===== config.mk =====
export PLATFORM = sky130hd
export DESIGN_NAME = cdt_top
export DESIGN_NICKNAME = d
export VERILOG_FILES = /design/src/rtl/cdt_pkg.sv /design/src/rtl/cdt_regs.sv /design/src/rtl/cdt_counter.sv /design/src/rtl/cdt_irq.sv /design/src/rtl/cdt_top.sv
export SDC_FILE = /design/constraint.sdc
export NUM_CORES = 1
export LEC_CHECK = 0
export ABC_AREA = 0
export BUFFER_PORTS_ARGS = -buffer_cell sky130_fd_sc_hd__buf_2
export CAP_MARGIN = 40
export CORE_MARGIN = 5
export CORE_UTILIZATION = 48
export DETAILED_ROUTE_END_ITERATION = 10
export HOLD_SLACK_MARGIN = 0.05
export PLACE_DENSITY = 0.72
export SETUP_SLACK_MARGIN = 0.05
export SYNTH_ARGS = -nofsm -noshare
export SYNTH_HDL_FRONTEND = slang
export SYNTH_SLANG_ARGS = --single-unit

===== constraint.sdc =====
create_clock -name clk -period 2 [get_ports clk]
set_clock_uncertainty 0.1 [all_clocks]
set_input_delay 0.4 -clock clk [delete_from_list [all_inputs] [get_ports clk]]
set_output_delay 0.4 -clock clk [all_outputs]
set_load 0.03 [all_outputs]

===== src/rtl/cdt_pkg.sv =====
package cdt_pkg;
  localparam int unsigned DW    = 8;
  localparam int unsigned N_SRC = 4;
  localparam int unsigned SEL_W = $clog2(N_SRC);

  localparam logic [1:0] A_ICTL = 2'd0;
  localparam logic [1:0] A_TCTL = 2'd1;
  localparam logic [1:0] A_LOAD = 2'd2;
  localparam logic [1:0] A_LIVE = 2'd3;

  localparam int unsigned B_MIE = 7;
  localparam int unsigned B_SIE = 6;
  localparam int unsigned B_MSF = 5;
  localparam int unsigned B_PLS = 4;
  localparam int unsigned B_TF  = 2;
  localparam int unsigned B_TIE = 0;
  localparam int unsigned B_RUN = 7;

  // count at or below one runs out on the next strobe
  function automatic logic cdt_expires(input logic [DW-1:0] cnt);
    return cnt <= DW'(1);
  endfunction

  function automatic logic [DW-1:0] cdt_step(input logic [DW-1:0] cnt,
                                             input logic [DW-1:0] load);
    return cdt_expires(cnt) ? load : cnt - DW'(1);
  endfunction
endpackage


===== src/rtl/cdt_regs.sv =====
module cdt_regs
  import cdt_pkg::*;
(
  input  logic             clk,
  input  logic             rst_n,
  input  logic             wr_en,
  input  logic [1:0]       addr,
  input  logic [DW-1:0]    wdata,
  output logic             min_ie,
  output logic             sec_ie,
  output logic             pulse_mode,
  output logic             tie,
  output logic             run,
  output logic [SEL_W-1:0] sel,
  output logic [DW-1:0]    load_val,
  output logic             ictl_wr,
  output logic             load_wr
);
  assign ictl_wr = wr_en && (addr == A_ICTL);
  assign load_wr = wr_en && (addr == A_LOAD);

  logic tctl_wr;
  assign tctl_wr = wr_en && (addr == A_TCTL);

  always_ff @(posedge clk) begin
    if (!rst_n) begin
      min_ie     <= 1'b0;
      sec_ie     <= 1'b0;
      pulse_mode <= 1'b0;
      tie        <= 1'b0;
      run        <= 1'b0;
      sel        <= '1;
      load_val   <= '0;
    end else begin
      if (ictl_wr) begin
        min_ie     <= wdata[B_MIE];
        sec_ie     <= wdata[B_SIE];
        pulse_mode <= wdata[B_PLS];
        tie        <= wdata[B_TIE];
      end
      if (tctl_wr) begin
        run <= wdata[B_RUN];
        sel <= wdata[SEL_W-1:0];
      end
      if (load_wr) load_val <= wdata;
    end
  end
endmodule


===== src/rtl/cdt_counter.sv =====
module cdt_counter
  import cdt_pkg::*;
(
  input  logic             clk,
  input  logic             rst_n,
  input  logic [N_SRC-1:0] src_tick,
  input  logic [SEL_W-1:0] sel,
  input  logic             run,
  input  logic [DW-1:0]    load_val,
  input  logic             load_wr,
  input  logic [DW-1:0]    wdata,
  output logic [DW-1:0]    cnt,
  output logic             exp_ev
);
  logic tick_sel;
  assign tick_sel = src_tick[sel];
  assign exp_ev   = run && tick_sel && !load_wr && cdt_expires(cnt);

  always_ff @(posedge clk) begin
    if (!rst_n)          cnt <= '0;
    else if (load_wr)    cnt <= wdata;
    else if (!run)       cnt <= load_val;
    else if (tick_sel)   cnt <= cdt_step(cnt, load_val);
  end


  cnt_hold_chk: assert property (@(posedge clk) disable iff (!rst_n)
    run && !tick_sel && !load_wr |=> $stable(cnt));


  cnt_track_chk: assert property (@(posedge clk) disable iff (!rst_n)
    !run && !load_wr |=> cnt == $past(load_val));


  cnt_restart_chk: assert property (@(posedge clk) disable iff (!rst_n)
    load_wr |=> cnt == $past(wdata));
endmodule


===== src/rtl/cdt_irq.sv =====
module cdt_irq
  import cdt_pkg::*;
(
  input  logic clk,
  input  logic rst_n,
  input  logic exp_ev,
  input  logic sec_tick,
  input  logic min_tick,
  input  logic sec_ie,
  input  logic min_ie,
  input  logic tie,
  input  logic pulse_mode,
  input  logic ictl_wr,
  input  logic tf_keep,
  input  logic msf_keep,
  output logic tf,
  output logic msf,
  output logic irq
);
  logic ms_ev, any_ev, pulse_q;
  assign ms_ev  = (sec_tick && sec_ie) || (min_tick && min_ie);
  assign any_ev = (exp_ev && tie) || ms_ev;

  always_ff @(posedge clk) begin
    if (!rst_n) begin
      tf      <= 1'b0;
      msf     <= 1'b0;
      pulse_q <= 1'b0;
    end else begin
      if (exp_ev)                     tf <= 1'b1;
      else if (ictl_wr && !tf_keep)   tf <= 1'b0;
      if (ms_ev)                      msf <= 1'b1;
      else if (ictl_wr && !msf_keep)  msf <= 1'b0;
      pulse_q <= any_ev;
    end
  end

  assign irq = pulse_mode ? pulse_q : ((tf && tie) || msf);


  tf_cause_chk: assert property (@(posedge clk) disable iff (!rst_n)
    $rose(tf) |-> $past(exp_ev));


  msf_cause_chk: assert property (@(posedge clk) disable iff (!rst_n)
    $rose(msf) |-> $past(ms_ev));


  pulse_cause_chk: assert property (@(posedge clk) disable iff (!rst_n)
    pulse_mode && irq |-> $past(any_ev));


  tf_set_wins_chk: assert property (@(posedge clk) disable iff (!rst_n)
    exp_ev |=> tf);
endmodule


===== src/rtl/cdt_top.sv =====
module cdt_top
  import cdt_pkg::*;
(
  input  logic             clk,
  input  logic             rst_n,
  input  logic [N_SRC-1:0] src_tick,
  input  logic             sec_tick,
  input  logic             min_tick,
  input  logic             wr_en,
  input  logic [1:0]       addr,
  input  logic [DW-1:0]    wdata,
  output logic [DW-1:0]    rdata,
  output logic             tmr_flag,
  output logic             ms_flag,
  output logic             irq
);
  logic             min_ie, sec_ie, pulse_mode, tie, run, ictl_wr, load_wr, exp_ev;
  logic [SEL_W-1:0] sel;
  logic [DW-1:0]    load_val, cnt;

  cdt_regs u_regs (
    .clk(clk), .rst_n(rst_n), .wr_en(wr_en), .addr(addr), .wdata(wdata),
    .min_ie(min_ie), .sec_ie(sec_ie), .pulse_mode(pulse_mode), .tie(tie),
    .run(run), .sel(sel), .load_val(load_val), .ictl_wr(ictl_wr),
    .load_wr(load_wr)
  );

  cdt_counter u_cnt (
    .clk(clk), .rst_n(rst_n), .src_tick(src_tick), .sel(sel), .run(run),
    .load_val(load_val), .load_wr(load_wr), .wdata(wdata), .cnt(cnt),
    .exp_ev(exp_ev)
  );

  cdt_irq u_irq (
    .clk(clk), .rst_n(rst_n), .exp_ev(exp_ev), .sec_tick(sec_tick),
    .min_tick(min_tick), .sec_ie(sec_ie), .min_ie(min_ie), .tie(tie),
    .pulse_mode(pulse_mode), .ictl_wr(ictl_wr), .tf_keep(wdata[B_TF]),
    .msf_keep(wdata[B_MSF]), .tf(tmr_flag), .msf(ms_flag), .irq(irq)
  );

  always_comb begin
    rdata = '0;
    unique case (addr)
      A_ICTL: begin
        rdata[B_MIE] = min_ie;
        rdata[B_SIE] = sec_ie;
        rdata[B_MSF] = ms_flag;
        rdata[B_PLS] = pulse_mode;
        rdata[B_TF]  = tmr_flag;
        rdata[B_TIE] = tie;
      end
      A_TCTL: begin
        rdata[B_RUN]       = run;
        rdata[SEL_W-1:0]   = sel;
      end
      A_LOAD:  rdata = load_val;
      default: rdata = cnt;
    endcase
  end


  cnt_bound_chk: assert property (@(posedge clk) disable iff (!rst_n)
    cnt <= load_val);
endmodule


==> results of run 1 <==
-- power groups by stage --
stage | clock, mW | sequential, mW | combinational (mW)
after detailed placement | 0 | 0.571 | 0.225
after global routing | 0.403 | 0.565 | 0.256
after floorplan | 0 | 0.568 | 0.153
after CTS | 0.376 | 0.560 | 0.227
after global placement | 0 | 0.570 | 0.220
final | 0.366 | 0.562 | 0.235
-- cells in the mapped netlist --
| cell type | number | share of area |
|---|---|---|
| a211oi_2 | 1 | 0.0086 |
| a21boi_0 | 15 | 0.078 |
| a21o_2 | 2 | 0.012 |
| a21oi_1 | 1 | 0.0034 |
| a22o_1 | 5 | 0.030 |
| a22oi_1 | 1 | 0.0052 |
| a31oi_1 | 7 | 0.030 |
| and2_1 | 1 | 0.0043 |
| and2b_2 | 1 | 0.0060 |
| buf_2 | 2 | 0.0069 |
| buf_6 | 2 | 0.016 |
| clkbuf_1 | 6 | 0.016 |
| dfxtp_1 | 26 | 0.36 |
| ha_1 | 2 | 0.017 |
| inv_1 | 3 | 0.0078 |
| mux2_2 | 5 | 0.039 |
| mux2i_1 | 1 | 0.0069 |
| mux4_2 | 3 | 0.047 |
| nand2_1 | 33 | 0.085 |
| nand3_1 | 9 | 0.031 |
| nand3b_1 | 1 | 0.0052 |
| nand4_1 | 1 | 0.0043 |
| nor2_1 | 4 | 0.010 |
| nor2b_1 | 2 | 0.0086 |
| nor3_1 | 1 | 0.0034 |
| nor3b_1 | 1 | 0.0052 |
| nor4_1 | 1 | 0.0043 |
| o211ai_1 | 6 | 0.031 |
| o21ai_0 | 14 | 0.048 |
| o22ai_1 | 1 | 0.0043 |
| o311ai_0 | 1 | 0.0060 |
| o31a_1 | 1 | 0.0060 |
| o41a_1 | 1 | 0.0078 |
| or2_2 | 1 | 0.0043 |
| or3_1 | 1 | 0.0043 |
| or4_4 | 1 | 0.0078 |
| xnor2_1 | 3 | 0.018 |
| xor2_1 | 2 | 0.012 |
-- area by class of cell --
cell class | instances | area, µm² | share of cell area
clock inverters | 1 | 30.0 | 0.0169
inverters | 3 | 11.3 | 0.00635
clock buffers | 3 | 22.5 | 0.0127
well taps | 33 | 41.3 | 0.0233
multi-input cells | 130 | 870 | 0.490
flip-flops and latches | 26 | 529 | 0.298
repair buffers | 43 | 270 | 0.152
-- repair_timing --
action,4_1_cts,5_1_grt
resized for setup,3,15
pin swaps,0,3
setup buffers,0,1
setup endpoints to repair,3,12
-- registers in the layout (all words and copies together), names as in the netlist --
register,flops
u_cnt.cnt,8
u_irq.msf,1
u_irq.pulse_q,1
u_irq.tf,1
u_regs.load_val,8
u_regs.min_ie,1
u_regs.pulse_mode,1
u_regs.run,1
u_regs.sec_ie,1
u_regs.sel,2
u_regs.tie,1
-- per-stage QoR --
stage / total power, mW / std cells / hold slack, ns / utilization
5_1_grt: 1.22 / 239 / 0.213 / 0.596
2_1_floorplan: 0.720 / 169 / 0.350 / -
4_1_cts: 1.16 / 238 / 0.223 / 0.583
3_3_place_gp: 0.789 / 234 / 0.363 / 0.564
6_report: 1.16 / 239 / 0.234 / 0.596
3_5_place_dp: 0.795 / 234 / 0.375 / 0.564
-- placed cells by master (no fill, tap or decap), drive strengths merged --
cell type	netlist	final
nand2	33	33
and2b	1	1
and2	1	1
o211ai	6	6
o311ai	1	1
nor2	4	4
mux2i	1	1
nor3b	1	1
buf	4	43
or2	1	1
nor2b	2	2
a21oi	1	1
nor3	1	1
or4	1	1
o41a	1	1
dfxtp	26	26
o22ai	1	1
inv	3	3
a22oi	1	1
mux4	3	3
a21boi	15	15
or3	1	1
xnor2	3	3
nand3	9	9
a22o	5	5
o31a	1	1
a31oi	7	7
o21ai	14	14
bufinv	0	1
nor4	1	1
nand4	1	1
nand3b	1	1
xor2	2	2
mux2	5	5
a211oi	1	1
ha	2	2
clkbuf	6	3
a21o	2	2
-- cells by family (layout without fill, tap and decap cells) --
| family | count (synthesis) | after routing |
|---|---|---|
| AO/OA/AOI/OAI | 56 | 56 |
| XOR/XNOR | 5 | 5 |
| buffers and inverters | 13 | 50 |
| AND/OR/NAND/NOR | 58 | 58 |
| flip-flops | 26 | 26 |
| multiplexers | 9 | 9 |
| adder cells (fa/ha/maj) | 2 | 2 |
-- metal layers --
layer | track usage | up-vias | share of wire
li1 | - | 690 | -
met2 | 0.332 | 47 | 0.49
met3 | 0.0277 | 8 | 0.050
met4 | 0.0633 | 0 | 0.017
met1 | 0.253 | 676 | 0.45
met5 | 0 | - | 0
-- path summary, 6_finish.rpt --
kind                                    startpoint            endpoint  depth (start not counted)
worst max-delay path                  u_cnt.cnt[4]        u_cnt.cnt[6]                          6
worst min register to register  u_regs.load_val[2]  u_regs.load_val[2]                          2
worst min-delay path                      wdata[1]       u_regs.sel[1]                          3
worst max register to register        u_cnt.cnt[4]        u_cnt.cnt[6]                          6
-- worst max-delay path, cell delays in order, from the launching register on --
cell and delay [ns]:
dfxtp_2 0.36, or4_4 0.53, o41a_1 0.38, buf_4 0.18
o21ai_1 0.13, a21o_2 0.11, a31oi_1 0.07
==> results.py, run 1 <==
metrics = {
    "status": {
        "status": "completed",
    },
    "cells_and_area": {
        "fillers": 262,
        "antenna_cells": 0,
        "layout-drive-gt1-share": 0.335,
        "final_cell_area_um2": 1770,
        "fin_nets": 228,
        "syn_to_final_growth_pct": 22.3,
    },
    "min_path": {
        "min_path_type": "in2reg",
    },
    "timing": {
        "timing.final.ws_setup_ns": 0.0516,
        "fmax_mhz": 513,
        "final.min_clock_period_ns": 1.95,
        "worst_pin_slew_ns": 0.420,
        "min_period_over_period": 0.974,
        "setup_viol_count_final": 0,
        "slew_headroom": 0.720,
        "finalSetupTns_ns": 0,
        "finalMaxSlewViolations": 0,
        "rsz0062_at_grt": "true",
        "hold_viol": 0,
    },
    "clock_tree": {
        "root_buffer": "clkbuf_4",
        "cts_buffers": 3,
        "ctsHoldBuffers": 0,
        "clk_path_buf_depth": 2,
        "cts_tree": "yes",
        "htreeDepth": 1,
        "clk_latency_ns": 0.33,
        "cts_sinks": 26,
        "clk_transition_reported_paths_ns": 0.15,
    },
    "logic_synthesis": {
        "synth_top_family_by_area": "compound AO/OA/AOI/OAI gates",
        "ys_ff_latch": 26,
        "synthXorXnorAreaFrac": 0.0302,
        "yosysUniqueCellTypes": 38,
        "seq_area_frac_synth": 0.359,
        "synth_area_um2": 1450,
        "muxShareOfSynthArea": 0.0923,
        "synth_cells": 169,
        "synth_nets": 190,
        "syn-mean-instance-area_um2": 8.58,
        "synth-simple-area-share": 0.185,
        "synth_compound_area_frac": 0.271,
        "ys_warn_count": 0,
        "synth_adder_area_share": 0.0173,
    },
    "global_route": {
        "antenna_found_initial": 0,
        "track_usage": 0.196,
        "grt_overflow": 0,
        "grt_max_degree": 28,
        "grt_pass1_vias": 1390,
        "grt_first_pass_wirelength_um": 6480,
    },
    "drt": {
        "initialDrtViolationCount": 96,
        "routed_wl_um": 3810,
        "dr.pass1.iters": 4,
        "drc_errors": 0,
        "vias": 1421,
        "final_antenna_net_count": 0,
        "via_per_inst": 5.95,
        "routedWlPerCell_um": 15.9,
    },
    "setup_path": {
        "path_max_fanout": 7,
        "worstPathArrival_ns": 2.09,
        "start_kind": "flip-flop",
        "rrSetupSlack_ns": 0.05,
        "cp-end-kind": "flip-flop",
        "crit_type": "reg2reg",
        "cp.required_ns": 2.14,
    },
    "pwr": {
        "pwr_density_cell_nw_per_um2": 655,
        "switchingPower_mw": 0.310,
        "power.internal_mw": 0.852,
        "seqPwrFrac": 0.483,
        "p_clk_frac": 0.315,
        "p_comb_frac": 0.202,
        "swShare": 0.267,
        "leakage_nw": 0.715,
        "ir_worst_vdd_uv": 411,
    },
    "placement": {
        "placedInstanceArea_um2": 1680,
        "hpwl_um": 2880,
        "gp_congestion": 0.879,
        "place_ws_ns": 0.0268,
        "io_buffers": 29,
    },
    "die": {
        "start_util": 0.487,
        "fp.coreArea_um2": 2980,
        "die-area_um2": 4220,
        "die_w_um": 65.0,
        "num_io_pins": 30,
        "placementRows": 20,
        "die_h_um": 65.0,
    },
    "flow_run": {
        "max_cap_violations": 0,
    },
}
(Power assumes the default switching activity.)
==> run 2: changes to the inputs <==
--- a/config.mk
+++ b/config.mk
@@ -5,14 +5,14 @@
 export SDC_FILE = /design/constraint.sdc
 export NUM_CORES = 1
 export LEC_CHECK = 0
-export ABC_AREA = 0
+export ABC_AREA = 1
 export BUFFER_PORTS_ARGS = -buffer_cell sky130_fd_sc_hd__buf_2
 export CAP_MARGIN = 40
 export CORE_MARGIN = 5
-export CORE_UTILIZATION = 48
+export CORE_UTILIZATION = 49
 export DETAILED_ROUTE_END_ITERATION = 10
 export HOLD_SLACK_MARGIN = 0.05
-export PLACE_DENSITY = 0.72
+export PLACE_DENSITY = 0.73
 export SETUP_SLACK_MARGIN = 0.05
 export SYNTH_ARGS = -nofsm -noshare
 export SYNTH_HDL_FRONTEND = slang
==> results.py, run 2 <==
metrics = {
    "logic_synthesis": {
        "synth_top_family_by_area": "simple AND/OR/NAND/NOR gates",
        "synth_cells": 236,
        "muxShareOfSynthArea": 0,
        "synth_adder_area_share": 0.0163,
        "synth_area_um2": 1530,
        "synthXorXnorAreaFrac": 0,
        "yosysMostFrequentCell": "nand2_1",
        "synth-edff-count": 0,
        "ys_warn_count": 0,
        "synth-simple-area-share": 0.327,
        "synth.top_cell.area_share": 0.340,
        "yosys.area.top_type": "dfxtp_1",
        "yosysUniqueCellTypes": 25,
        "syn-mean-instance-area_um2": 6.49,
        "synth_nets": 257,
        "ys_top_cells_by_count": "nand2_1 (69), dfxtp_1 (26), a21oi_1 (23), inv_1 (23), nor2_1 (17)",
        "synth.area.top_cells": "dfxtp_1 (34%), nand2_1 (17%), a21oi_1 (7.5%), inv_1 (5.6%), nand3_1 (4.6%)",
        "ys.flop_type": "dfxtp_1",
        "seq_area_frac_synth": 0.340,
        "ys_async_sr_fraction": 0,
        "ys_ff_latch": 26,
        "synth_compound_area_frac": 0.230,
    },
    "placement": {
        "dp.cells": 306,
        "gp_congestion": 0.924,
        "io_buffers": 29,
        "hpwl_um": 3250,
        "placedInstanceArea_um2": 1720,
    },
    "drt": {
        "final_antenna_net_count": 0,
        "routed_wl_um": 4170,
        "dr.pass1.iters": 4,
        "initialDrtViolationCount": 109,
        "routedWlPerCell_um": 13.5,
        "drc_errors": 0,
        "via_per_inst": 5.21,
        "vias": 1615,
    },
    "cells_and_area": {
        "final_cell_mix": "nand2_1 (69), buf_2 (29), dfxtp_1 (25), inv_1 (23), a21oi_1 (23)",
        "final_common_cell": "nand2_1",
        "syn_to_final_growth_pct": 15.5,
        "layout-drive-gt1-share": 0.192,
        "final_cells": 310,
        "fin_nets": 288,
        "final_cell_area_um2": 1770,
        "reg_top3": "u_cnt.cnt (8), u_regs.load_val (8), u_regs.sel (2)",
        "antenna_cells": 0,
    },
    "min_path": {
        "hold_path_startpoint": "wdata[1]",
        "min_path_type": "in2reg",
    },
    "pwr": {
        "ir_worst_vdd_uv": 418,
        "power.internal_mw": 0.851,
        "p_clk_frac": 0.295,
        "swShare": 0.320,
        "pwr_density_cell_nw_per_um2": 708,
        "leakage_nw": 0.832,
        "p_comb_frac": 0.249,
        "seqPwrFrac": 0.456,
        "switchingPower_mw": 0.401,
    },
    "die": {
        "placementRows": 20,
        "start_util": 0.506,
        "die-area_um2": 4350,
        "num_io_pins": 30,
        "fp.coreArea_um2": 3030,
        "die_w_um": 65.9,
        "die_h_um": 65.9,
    },
    "setup_path": {
        "path_max_fanout": 5,
        "start_kind": "flip-flop",
        "cp.required_ns": 1.50,
        "cp-end-kind": "output port",
        "cp-startpoint": "u_cnt.cnt[3]",
        "crit_type": "reg2out",
        "worstPathArrival_ns": 1.34,
        "r2r_start": "u_cnt.cnt[0]",
    },
    "timing": {
        "slew_headroom": 0.761,
        "setup_viol_count_final": 0,
        "min_period_over_period": 0.921,
        "final.min_clock_period_ns": 1.84,
        "worst_pin_slew_ns": 0.358,
        "fmax_mhz": 543,
        "finalSetupTns_ns": 0,
        "finalMaxSlewViolations": 0,
        "rsz0062_at_grt": "false",
        "hold_viol": 0,
    },
    "clock_tree": {
        "clk_transition_reported_paths_ns": 0.15,
        "cts_sinks": 26,
        "cts_setup_buffers": 0,
        "clk_latency_ns": 0.33,
        "htreeDepth": 1,
        "cts_buffers": 3,
        "cts_tree": "yes",
        "clk_path_buf_depth": 2,
        "root_buffer": "clkbuf_4",
    },
    "global_route": {
        "antenna_found_initial": 0,
        "track_usage": 0.205,
        "grt_overflow": 0,
        "grt_pass1_vias": 1523,
        "grt_first_pass_wirelength_um": 6930,
        "grt_max_degree": 17,
    },
    "status": {
        "status": "completed",
    },
    "flow_run": {
        "max_cap_violations": 0,
    },
}
==> run 2: cell types whose count changed in the layout (fill, tap and decap cells not counted), moves of 7 or more <==
| cell | previous run | this run |
|---|---|---|
| a21boi_0 | 15 | 0 |
| a21boi_1 | 0 | 7 |
| a21oi_1 | 1 | 23 |
| a31oi_1 | 7 | 0 |
| buf_4 | 12 | 1 |
| inv_1 | 3 | 23 |
| nand2_1 | 33 | 69 |
| nor2_1 | 3 | 17 |
| o21ai_1 | 2 | 13 |
==> run 2: cells by family after synthesis <==
group           count (synthesis)
buf+inv                        33
fa+ha+maj                       2
compound gates                 62
flops                          26
simple gates                  113
==> run 2: routing by layer <==
metal	global-route usage	vias to the layer above	routed length, µm
met5	0	-	0
met4	0.0254	0	21
met3	0.0459	4	290
met2	0.350	54	1920
met1	0.270	720	1940
li1	-	837	-
==> run 2: final timing paths <==
kind / cells past startpoint / endpoint / slack, ns
worst max-delay path: 3 / rdata[3] / 0.16
worst max register to register: 10 / u_cnt.cnt[7] / 0.23
worst min-delay path: 3 / u_regs.sel[1] / 0.22
worst min register to register: 2 / u_regs.load_val[0] / 0.38
==> run 2: critical path, cell delays in order, from the launching register on <==
cell and delay (ns):
dfxtp_1 0.46, inv_1 0.10, o21ai_0 0.21, buf_2 0.24
==> run 2: cell type report <==
cell class / instances / area [µm²]
Clock inverter: 1 / 30.0
Inverter: 29 / 109
Clock buffer: 3 / 22.5
Timing Repair Buffer: 30 / 153
Fill cell: 308 / 1260
Sequential cell: 26 / 522
Tap cell: 44 / 55.1
Multi-Input combinational cell: 177 / 880
==> run 2: power groups by stage <==
| stage | sequential, mW | clock (mW) | combinational (mW) |
|---|---|---|---|
| floorplan | 0.578 | 0 | 0.225 |
| global placement | 0.582 | 0 | 0.306 |
| detailed placement | 0.582 | 0 | 0.307 |
| CTS | 0.570 | 0.370 | 0.312 |
| global route | 0.575 | 0.392 | 0.356 |
| finish | 0.571 | 0.369 | 0.313 |
==> run 2: repair_timing <==
action	CTS	global route
endpoints found under the setup margin	0	1
resized for setup	0	1
hold buffers	0	0
==> run 2: stage by stage <==
step	power [mW]	utilization	hold slack [ns]	setup slack, ns
3_5_place_dp	0.889	0.567	0.359	0.179
5_1_grt	1.32	0.585	0.224	0.0606
6_report	1.25	0.585	0.223	0.157
3_3_place_gp	0.888	0.567	0.356	0.200
4_1_cts	1.25	0.584	0.207	0.120
2_1_floorplan	0.803	-	0.345	0.184
